### src/rtl/mdio_pkg.sv
package mdio_pkg;
  localparam int PHY_AW     = 5;
  localparam int REG_AW     = 5;
  localparam int DATA_W     = 16;
  localparam int PRE_BITS   = 32;
  localparam int HDR_BITS   = 2 + 2 + PHY_AW + REG_AW;
  localparam int TA_BITS    = 2;
  localparam int FRAME_BITS = PRE_BITS + HDR_BITS + TA_BITS + DATA_W;
  localparam int IDX_W      = $clog2(FRAME_BITS);
  localparam int TA_FIRST   = PRE_BITS + HDR_BITS;
  localparam int DATA_FIRST = TA_FIRST + TA_BITS;

  localparam logic [IDX_W-1:0] IDX_LAST  = IDX_W'(FRAME_BITS - 1);
  localparam logic [IDX_W-1:0] IDX_TA1   = IDX_W'(TA_FIRST);
  localparam logic [IDX_W-1:0] IDX_TA2   = IDX_W'(TA_FIRST + 1);
  localparam logic [IDX_W-1:0] IDX_DATA0 = IDX_W'(DATA_FIRST);

  typedef struct packed {
    logic              rd;
    logic [PHY_AW-1:0] phy;
    logic [REG_AW-1:0] regad;
    logic [DATA_W-1:0] wdata;
  } mdio_cmd_t;

  typedef struct packed {
    logic oe;
    logic val;
  } mdio_pin_t;

  // Pin state for one bit time of the frame, selected by bit index.
  function automatic mdio_pin_t frame_bit(input logic [IDX_W-1:0] idx,
                                          input mdio_cmd_t c);
    mdio_pin_t         r;
    int                i;
    logic [PHY_AW-1:0] p;
    logic [REG_AW-1:0] g;
    logic [DATA_W-1:0] d;
    i     = int'(idx);
    r.oe  = 1'b1;
    r.val = 1'b1;
    p     = c.phy << (i - PRE_BITS - 4);
    g     = c.regad << (i - PRE_BITS - 4 - PHY_AW);
    d     = c.wdata << (i - DATA_FIRST);
    if (i < PRE_BITS)                    r.val = 1'b1;
    else if (i == PRE_BITS)              r.val = 1'b0;
    else if (i == PRE_BITS + 1)          r.val = 1'b1;
    else if (i == PRE_BITS + 2)          r.val = c.rd;
    else if (i == PRE_BITS + 3)          r.val = !c.rd;
    else if (i < PRE_BITS + 4 + PHY_AW)  r.val = p[PHY_AW-1];
    else if (i < TA_FIRST)               r.val = g[REG_AW-1];
    else if (c.rd)                       r.oe  = 1'b0;
    else if (i == TA_FIRST)              r.val = 1'b1;
    else if (i == TA_FIRST + 1)          r.val = 1'b0;
    else                                 r.val = d[DATA_W-1];
    return r;
  endfunction
endpackage

### src/rtl/mdio_clkgen.sv
module mdio_clkgen #(
  parameter int DIV_W = 8
) (
  input  logic             clk,
  input  logic             rst_n,
  input  logic             start,
  input  logic             busy,
  input  logic [DIV_W-1:0] div_half,
  output logic             mdc,
  output logic             rise_evt,
  output logic             fall_evt
);
  logic [DIV_W-1:0] half_q;
  logic [DIV_W-1:0] cnt;
  logic             term;

  assign term     = busy && (cnt == half_q);
  assign rise_evt = term && !mdc;
  assign fall_evt = term && mdc;

  always_ff @(posedge clk or negedge rst_n) begin
    if (!rst_n) begin
      half_q <= '0;
      cnt    <= '0;
      mdc    <= 1'b0;
    end else if (start) begin
      half_q <= div_half;
      cnt    <= '0;
      mdc    <= 1'b0;
    end else if (busy) begin
      if (term) begin
        cnt <= '0;
        mdc <= ~mdc;
      end else begin
        cnt <= cnt + 1'b1;
      end
    end else begin
      cnt <= '0;
      mdc <= 1'b0;
    end
  end

  assert_mdc_idle_low_R7: assert property (@(posedge clk) disable iff (!rst_n)
    !busy |-> !mdc);
  assert_mdc_phase_len_R7: assert property (@(posedge clk) disable iff (!rst_n)
    (busy && $past(busy) && (mdc != $past(mdc))) |-> ($past(cnt) == $past(half_q)));
endmodule

### src/rtl/mdio_seq.sv
module mdio_seq
  import mdio_pkg::*;
(
  input  logic             clk,
  input  logic             rst_n,
  input  logic             cmd_valid,
  input  mdio_cmd_t        cmd_in,
  input  logic             fall_evt,
  output logic             start,
  output logic             busy,
  output logic             done,
  output logic [IDX_W-1:0] idx,
  output mdio_cmd_t        cmd_q
);
  logic last_bit;

  assign start    = cmd_valid && !busy;
  assign last_bit = (idx == IDX_LAST);

  always_ff @(posedge clk or negedge rst_n) begin
    if (!rst_n) begin
      busy  <= 1'b0;
      done  <= 1'b0;
      idx   <= '0;
      cmd_q <= '0;
    end else begin
      done <= 1'b0;
      if (start) begin
        busy  <= 1'b1;
        idx   <= '0;
        cmd_q <= cmd_in;
      end else if (fall_evt) begin
        if (last_bit) begin
          busy <= 1'b0;
          done <= 1'b1;
        end else begin
          idx <= idx + 1'b1;
        end
      end
    end
  end

  assert_busy_ignores_cmd_R9: assert property (@(posedge clk) disable iff (!rst_n)
    (busy && cmd_valid) |=> $stable(cmd_q));
  assert_done_single_R8: assert property (@(posedge clk) disable iff (!rst_n)
    done |=> !done);
  assert_done_ends_busy_R8: assert property (@(posedge clk) disable iff (!rst_n)
    done |-> (!busy && $past(busy)));
endmodule

### src/rtl/mdio_rx.sv
module mdio_rx
  import mdio_pkg::*;
(
  input  logic              clk,
  input  logic              rst_n,
  input  logic              start,
  input  logic              rise_evt,
  input  logic              rd,
  input  logic [IDX_W-1:0]  idx,
  input  logic              mdio_i,
  output logic [DATA_W-1:0] rd_data,
  output logic              ta_err
);
  logic sample_ta;
  logic sample_data;

  assign sample_ta   = rise_evt && rd && (idx == IDX_TA2);
  assign sample_data = rise_evt && rd && (idx >= IDX_DATA0);

  always_ff @(posedge clk or negedge rst_n) begin
    if (!rst_n) begin
      rd_data <= '0;
      ta_err  <= 1'b0;
    end else if (start) begin
      rd_data <= '0;
      ta_err  <= 1'b0;
    end else begin
      if (sample_ta)   ta_err  <= mdio_i;
      if (sample_data) rd_data <= {rd_data[DATA_W-2:0], mdio_i};
    end
  end

  assert_ta_capture_R6: assert property (@(posedge clk) disable iff (!rst_n)
    sample_ta |=> (ta_err == $past(mdio_i)));
  assert_data_shift_R5: assert property (@(posedge clk) disable iff (!rst_n)
    sample_data |=> (rd_data[0] == $past(mdio_i)));
endmodule

### src/rtl/mdio_master.sv
module mdio_master
  import mdio_pkg::*;
#(
  parameter int DIV_W = 8
) (
  input  logic             clk,
  input  logic             rst_n,
  input  logic             cmd_valid,
  input  logic             cmd_read,
  input  logic [4:0]       cmd_phy,
  input  logic [4:0]       cmd_reg,
  input  logic [15:0]      cmd_wdata,
  input  logic [DIV_W-1:0] div_half,
  output logic             busy,
  output logic             done,
  output logic [15:0]      rd_data,
  output logic             ta_err,
  output logic             mdc,
  output logic             mdio_o,
  output logic             mdio_oe,
  input  logic             mdio_i
);
  logic             start;
  logic             rise_evt;
  logic             fall_evt;
  logic [IDX_W-1:0] idx;
  mdio_cmd_t        cmd_in;
  mdio_cmd_t        cmd_q;
  mdio_pin_t        pin;

  assign cmd_in = '{rd: cmd_read, phy: cmd_phy, regad: cmd_reg, wdata: cmd_wdata};

  mdio_seq u_seq (
    .clk      (clk),
    .rst_n    (rst_n),
    .cmd_valid(cmd_valid),
    .cmd_in   (cmd_in),
    .fall_evt (fall_evt),
    .start    (start),
    .busy     (busy),
    .done     (done),
    .idx      (idx),
    .cmd_q    (cmd_q)
  );

  mdio_clkgen #(.DIV_W(DIV_W)) u_clk (
    .clk     (clk),
    .rst_n   (rst_n),
    .start   (start),
    .busy    (busy),
    .div_half(div_half),
    .mdc     (mdc),
    .rise_evt(rise_evt),
    .fall_evt(fall_evt)
  );

  mdio_rx u_rx (
    .clk     (clk),
    .rst_n   (rst_n),
    .start   (start),
    .rise_evt(rise_evt),
    .rd      (cmd_q.rd),
    .idx     (idx),
    .mdio_i  (mdio_i),
    .rd_data (rd_data),
    .ta_err  (ta_err)
  );

  assign pin     = frame_bit(idx, cmd_q);
  assign mdio_oe = busy && pin.oe;
  assign mdio_o  = busy ? pin.val : 1'b1;

  assert_drive_on_fall_R4: assert property (@(posedge clk) disable iff (!rst_n)
    (busy && $past(busy) && !$fell(mdc)) |-> ($stable(mdio_o) && $stable(mdio_oe)));
  assert_read_release_R5: assert property (@(posedge clk) disable iff (!rst_n)
    (busy && cmd_q.rd && (idx >= IDX_TA1)) |-> !mdio_oe);
  assert_write_drives_R3: assert property (@(posedge clk) disable iff (!rst_n)
    (busy && !cmd_q.rd) |-> mdio_oe);
  assert_write_no_err_R6: assert property (@(posedge clk) disable iff (!rst_n)
    (done && !cmd_q.rd) |-> !ta_err);
endmodule

### config.mk
export PLATFORM = sky130hd
export DESIGN_NAME = mdio_master
export DESIGN_NICKNAME = d
export VERILOG_FILES = /design/src/rtl/mdio_pkg.sv /design/src/rtl/mdio_clkgen.sv /design/src/rtl/mdio_seq.sv /design/src/rtl/mdio_rx.sv /design/src/rtl/mdio_master.sv
export SDC_FILE = /design/constraint.sdc
export NUM_CORES = 1
export LEC_CHECK = 0
export BUFFER_PORTS_ARGS = -buffer_cell sky130_fd_sc_hd__buf_4
export CORE_ASPECT_RATIO = 1.75
export CORE_MARGIN = 4
export CORE_UTILIZATION = 45
export DETAILED_ROUTE_END_ITERATION = 10
export PLACE_DENSITY = 0.7
export RECOVER_POWER = 25
export SLEW_MARGIN = 20
export SYNTH_ARGS = -nofsm -noshare
export SYNTH_HDL_FRONTEND = slang
export SYNTH_HIERARCHICAL = 1
export SYNTH_SLANG_ARGS = --single-unit
### constraint.sdc
create_clock -name clk -period 3 [get_ports clk]
set_clock_uncertainty 0.2 [all_clocks]
set_input_delay 0.45 -clock clk [delete_from_list [all_inputs] [get_ports clk]]
set_output_delay 0.45 -clock clk [all_outputs]
set_load 0.005 [all_outputs]
==> out/metrics.csv, run 1 <==
stage,metric,value,unit
global_routing,grtUsageTotal,0.1796,
sta,final-hold-violation-count,0,
flow_run,drv_cap,1,
setup_path,r2r_start,u_clk/cnt[0]$_DFF_PN0_,
floorplanning,die_h,125.6,um
logic_synthesis,synth.most_common_cell,nand2_1,
finish,final_layout_size_suffix_gt1_frac,0.3045,
clock_network,cts-buffers-inserted,9,
clock_network,cts.path.max_buffers,2,
placement,portBuffers,60,
placement,gp_congestion,0.8591,
logic_synthesis,synth.area.top_cells,"dfrtp_1 49%, nand2_1 13%, ha_1 3.5%",
logic_synthesis,synthesis.nets,414,
global_routing,grtUsageMet3,0.04418,
setup_path,cp-endpoint,mdio_o,
floorplanning,die-area,0.009439,mm2
floorplanning,core-area,0.007620,mm2
global_routing,gr-usage-met1,0.2121,
setup_path,r2r-end,u_rx/rd_data[4]$_DFFE_PN0P_,
logic_synthesis,synth.top_cell.area_share,0.4859,
global_routing,grt_pass1_wl,13130,um
finish,diodes,0,
global_routing,grt-busiest-layer,met2,
setup_path,path_max_fanout,4,
floorplanning,row_count,42,
sta,timing.slew.headroom,-0.1353,
logic_synthesis,syn-instance-count,365,
setup_path,end_kind,primary output,
global_routing,grt_pass1_vias,2879,
global_routing,grt_overflow,0,
logic_synthesis,ys_seq_elements,69,
clock_network,cts_root_buffer,clkbuf_16,
floorplanning,die_w,75.18,um
setup_path,critPathKind,reg2out,
logic_synthesis,synth-edff-count,0,
logic_synthesis,async_flop_share,1.000,
logic_synthesis,netlist_area,0.003553,mm2
setup_path,rrSetupSlack,0.52,ns
drt,via_count,2805,
setup_path,reg2regPathDepth,7,
drt,vias_per_cell,5.313,
power_and_ir_drop,finalPower,0.002886,W
power_and_ir_drop,peakVddDrop,0.3605,mV
sta,finalSetupViolCount,0,
worst_hold_path,min_from,cmd_phy[0],
clock_network,htreeDepth,3,
drt,route.detailed.drc,0,
sta,clock.fmax,342.1,MHz
sta,tightest_slew,1.703,ns
global_routing,grt_util_met2,0.3011,
finish,final_core_util,0.5893,
logic_synthesis,yosys.area.top_type,dfrtp_1,
placement,dp_hpwl,5378,um
clock_network,cts_hold_buf,0,
logic_synthesis,ys_seq_area_frac,0.4859,
finish,nets,484,
logic_synthesis,ys_top_cells_by_count,"122 x nand2_1, 69 x dfrtp_1, 15 x nor2_1",
logic_synthesis,ys.flop_type,dfrtp_1,
logic_synthesis,syn_area_per_cell,9.735,um2
worst_hold_path,hp-class,in2reg,
clock_network,clock_latency,0.34,ns
sta,drv_slew,70,
floorplanning,initial_core_util,0.4663,
finish,synthToLayoutAreaGrowth,26.37,%
clock_network,clk_pin_slew,0.05,ns
setup_path,crit_start,u_seq/idx[0]$_DFFE_PN0P_,
logic_synthesis,ys_warn_count,6,
logic_synthesis,synth.distinct_cells,57,
sta,post-route-min-period,2.923,ns
finish,n_fill_cell,667,
status,violations,"max-capacitance violations, max-slew violations",
drt,ant_nets,0,
drt,wl_per_cell,14.78,um
setup_path,cp.required,2.35,ns
floorplanning,pin_count,61,
status,status,finished with violations,
sta,period_share,0.9744,
power_and_ir_drop,p_per_area,642.6,mW/mm2
clock_network,cts_tree,done,
power_and_ir_drop,p_leak,2.105,nW
drt,dr.pass1.iters,5,
setup_path,start_kind,register,
global_routing,grt_max_degree,70,
clock_network,clkSinkCount,69,
drt,drt_iter0_drc,120,
setup_path,cp.arrival,2.27,ns
drt,wirelength,7806,um
global_routing,antenna_found_initial,0,
[critical path, stage by stage, from the launching register on]
cell,delay [ns]
dfrtp_2,0.45
inv_2,0.10
ha_4,0.16
nor2b_1,0.07
o31a_1,0.32
or4b_1,0.46
a22o_1,0.19
nand3_1,0.08
buf_4,0.11
[flip-flops by register name (all words and copies together) (netlist names), 6 cells and up]
name,count
u_clk/cnt,8
u_clk/half_q,8
u_rx/rd_data,16
u_seq/cmd_q,27
u_seq/idx,6
[report_power, final]
part           internal, W  leakage [nW]  switching (W)
clock             0.000599         0.138       0.000383
combinational     0.000320          1.08       0.000271
sequential         0.00115         0.882       0.000165
total              0.00207          2.10       0.000819
[metal layers]
layer  routed length, um  part of all wire  vias to the layer above
met4                 157             0.020                        0
met5                   0                 0                        -
met3                 404             0.052                       12
li1                    -                 -                     1373
met1                3173              0.41                     1360
met2                4070              0.52                       60
[metrics by stage]
stage / TNS, ns / cells / area, um2 / hold slack [ns] / setup slack (ns)
5_1_grt: -0.01731 / 528 / 4491 / 0.09851 / -0.01731
2_1_floorplan: 0 / 365 / 3553 / -0.04559 / 0.3008
3_3_place_gp: 0 / 507 / 4094 / 0.2518 / 0.3037
6_report: 0 / 528 / 4491 / 0.1032 / 0.07679
3_5_place_dp: 0 / 507 / 4094 / 0.2556 / 0.2848
4_1_cts: 0 / 524 / 4382 / 0.06355 / 0.003662
[logic make-up after synthesis]
logic type	count (synthesis)	share of synthesized area
AOI/OAI and AO/OA	49	0.1081
xor gates and xnor gates	16	0.03944
adders and majority gates	10	0.03521
buffers and inverters	28	0.03944
DFF	69	0.4859
muxes	17	0.07500
and+or+nand+nor	176	0.2169
[how the worst min path moves through the flow]
stage	to	depth (start not counted)
4_1_cts	u_rx/rd_data[14]$_DFFE_PN0P_	1
3_5_place_dp	u_seq/cmd_q[25]$_DFFE_PN0P_	2
5_1_grt	u_seq/cmd_q[21]$_DFFE_PN0P_	3
3_3_place_gp	u_seq/cmd_q[9]$_DFFE_PN0P_	2
6_report	u_seq/cmd_q[21]$_DFFE_PN0P_	3
2_1_floorplan	u_clk/cnt[0]$_DFF_PN0_	0
[layout make-up]
class	count	area, um2	area share
Multi-Input combinational cell	268	1758	0.3915
Sequential cell	69	1729	0.3851
Timing Repair Buffer	75	569.3	0.1268
Clock buffer	12	256.5	0.05712
Tap cell	88	110.1	0.02452
Inverter	12	45.04	0.01003
Clock inverter	4	22.52	0.005015
[cells in the final DEF, fill, tap and decap left out, types with 4 or more instances in the layout]
cell	n
mux2_2	8
dfrtp_1	67
xor2_1	6
clkbuf_16	9
a21oi_2	10
nor2_1	15
xnor2_1	9
inv_1	9
nor2b_1	4
nand2_1	122
nand4_1	7
buf_4	70
ha_1	8
nand3_1	9
a21oi_1	11
[timing repair]
item,4_1_cts,5_1_grt
endpoints found under the setup margin,1,1
pin swaps,0,5
gates resized for setup,1,17
setup buffers,1,3
cloned,0,1
No activity file was read; power rests on OpenSTA's default activity.
==> run 2, diff against run 1 <==
==> constraint.sdc (replaced) <==
create_clock -name clk -period 3 [get_ports clk]
set_clock_uncertainty 0.2 [all_clocks]
set_input_delay 0.45 -clock clk [delete_from_list [all_inputs] [get_ports clk]]
set_output_delay 0.45 -clock clk [all_outputs]
set_load 0.01 [all_outputs]
==> run 2 against run 1 <==
The run still ends with max-capacitance violations, max-slew violations left. Total power rose by 1.9%. Register-to-register slack improved by 0.10 ns. Final area shrank 1.5%. Flip-flop and latch count did not move. Critical path depth unchanged. Wire length is 3.0% lower. Sequential power is essentially flat. Sequential share of layout area rose by 0.58 points. Worst setup slack worse by 0.026 ns. Non-clock buffer count fell by 1. Clock-buffer cell count is 1 higher. Hold slack better by 0.0038 ns. Largest cell class is now flip-flops and latches.
==> out/metrics.csv, run 2 (synthesized netlist as in run 1, its figures left out) <==
stage,metric,value,unit
status,status,finished with violations,
status,violations,"max-capacitance violations, max-slew violations",
power_and_ir_drop,swShare,0.2666,
drt,dr.pass1.iters,4,
global_routing,antenna_found_initial,0,
finish,diodes,0,
sta,clock.fmax,339.1,MHz
setup_path,cp.required,2.35,ns
floorplanning,initial_core_util,0.4663,
setup_path,cp.arrival,2.30,ns
floorplanning,core-area,0.007620,mm2
drt,via_count,2762,
power_and_ir_drop,p_clk_frac,0.360,
global_routing,grt_util_met2,0.2929,
power_and_ir_drop,p_leak,2.107,nW
finish,multiInputGateArea,0.001687,mm2
clock_network,cts_tree,done,
power_and_ir_drop,internal_power,0.002158,W
floorplanning,die_w,75.18,um
sta,timing.slew.headroom,-0.1352,
flow_run,drv_cap,1,
global_routing,grtUsageMet3,0.05221,
global_routing,grt_overflow,0,
setup_path,path_max_fanout,4,
sta,drv_slew,70,
sta,period_share,0.9830,
finish,register_area,0.001729,mm2
floorplanning,die_h,125.6,um
finish,layout_commonest_cell,nand2_1,
drt,drt_iter0_drc,164,
power_and_ir_drop,peakVddDrop,0.3904,mV
drt,wl_per_cell,14.42,um
setup_path,start_kind,register,
placement,place_area,0.004094,mm2
setup_path,end_kind,primary output,
global_routing,grt_max_degree,70,
placement,gp_congestion,0.8944,
placement,dp_cells,507,
placement,portBuffers,60,
floorplanning,pin_count,61,
clock_network,clock_latency,0.33,ns
clock_network,cts-buffers-inserted,9,
power_and_ir_drop,power_frac_seq,0.446,
clock_network,htreeDepth,3,
finish,fin_area,0.004424,mm2
drt,ant_nets,0,
clock_network,clk_pin_slew,0.05,ns
finish,top_regs,"u_seq/cmd_q: 27 flops, u_rx/rd_data: 16 flops",
sta,rsz0062_at_grt,yes,
finish,fin_cells,525,
global_routing,grt_pass1_vias,2761,
global_routing,grt-busiest-layer,met2,
finish,largest_register_ffs,27,
finish,top_register,u_seq/cmd_q,
finish,layout_common_cells,"122 x nand2_1, 73 x buf_4, 67 x dfrtp_1, 15 x nor2_1",
placement,dp_hpwl,5315,um
clock_network,cts.path.max_buffers,2,
drt,wirelength,7568,um
sta,tightest_slew,1.703,ns
clock_network,cts_root_buffer,clkbuf_16,
setup_path,critPathKind,reg2out,
clock_network,clkSinkCount,69,
finish,n_fill_cell,680,
sta,final-hold-violation-count,0,
global_routing,gr-usage-met1,0.2042,
drt,vias_per_cell,5.261,
global_routing,grt_pass1_wl,12660,um
finish,synthToLayoutAreaGrowth,24.51,%
sta,finalSetupViolCount,0,
power_and_ir_drop,power_frac_comb,0.194,
drt,route.detailed.drc,0,
sta,post-route-min-period,2.949,ns
worst_hold_path,hp-class,in2reg,
floorplanning,row_count,42,
finish,nets,483,
power_and_ir_drop,p_per_area,664.9,mW/mm2
global_routing,grtUsageTotal,0.1754,
floorplanning,die-area,0.009439,mm2
power_and_ir_drop,power.net_switching,0.0007842,W
finish,final_layout_size_suffix_gt1_frac,0.2769,
run 2: path summary, 6_finish.rpt:
path	from	end	slack [ns]	cells after the start
min	cmd_wdata[12]	u_seq/cmd_q[12]$_DFFE_PN0P_	0.11	3
min in group asynchronous	rst_n	u_rx/rd_data[15]$_DFFE_PN0P_	0.37	1
max	u_seq/idx[3]$_DFFE_PN0P_	mdio_o	0.05	8
max in group asynchronous	rst_n	u_seq/idx[1]$_DFFE_PN0P_	1.10	1
min reg2reg	u_seq/cmd_q[8]$_DFFE_PN0P_	u_seq/cmd_q[8]$_DFFE_PN0P_	0.27	2
max reg2reg	u_clk/cnt[0]$_DFF_PN0_	u_rx/rd_data[12]$_DFFE_PN0P_	0.62	7
run 2: timing repair:
action	in CTS	in global routing
hold buffers	0	0
setup buffers	1	3
endpoints found under the setup margin	1	1
gates cloned	0	0
endpoints found under the hold margin	0	0
resized for setup	1	1
run 2: power by group through the flow:
stage / clock, W / sequential, W / combinational, W
finish: 0.00106 / 0.00131 / 0.000572
global route: 0.00113 / 0.00135 / 0.000653
CTS: 0.00110 / 0.00132 / 0.000578
detailed placement: 0 / 0.00133 / 0.000569
global placement: 0 / 0.00132 / 0.000556
floorplan: 0 / 0.00129 / 0.000393
run 2: metrics by stage:
stage | hold slack (ns) | worst slack (ns) | utilization | setup TNS (ns) | total power (W)
floorplan | -0.04559 | 0.2655 | - | 0 | 0.001688
global route | 0.09477 | -0.03469 | 0.5806 | -0.03469 | 0.003135
global placement | 0.2514 | 0.3049 | 0.5373 | 0 | 0.001877
CTS | 0.06925 | 0.003907 | 0.5778 | 0 | 0.002993
finish | 0.1070 | 0.05088 | 0.5806 | 0 | 0.002942
detailed placement | 0.2579 | 0.3078 | 0.5373 | 0 | 0.001903
run 2: critical path, stage by stage, from the launching register on:
cell and delay (ns):
dfrtp_2 0.42, buf_4 0.15, ha_1 0.16, nor2b_1 0.13
o31a_1 0.25, or4b_1 0.47, a22o_1 0.19, nand3_1 0.08
buf_4 0.12
run 2: area by class of cell:
class                      count  area share
sequential                    69      0.3908
multi-input combinational    268      0.3812
timing repair buffer          74      0.1250
clock buffer                  13     0.06109
tap                           88     0.02489
inverter                      12     0.01018
clock inverter                 1    0.006787
run 2: layer usage:
| metal | vias to the layer above | share of wire |
|---|---|---|
| li1 | 1376 | - |
| met1 | 1320 | 0.42 |
| met2 | 56 | 0.51 |
| met3 | 10 | 0.047 |
| met4 | 0 | 0.022 |
| met5 | - | 0 |
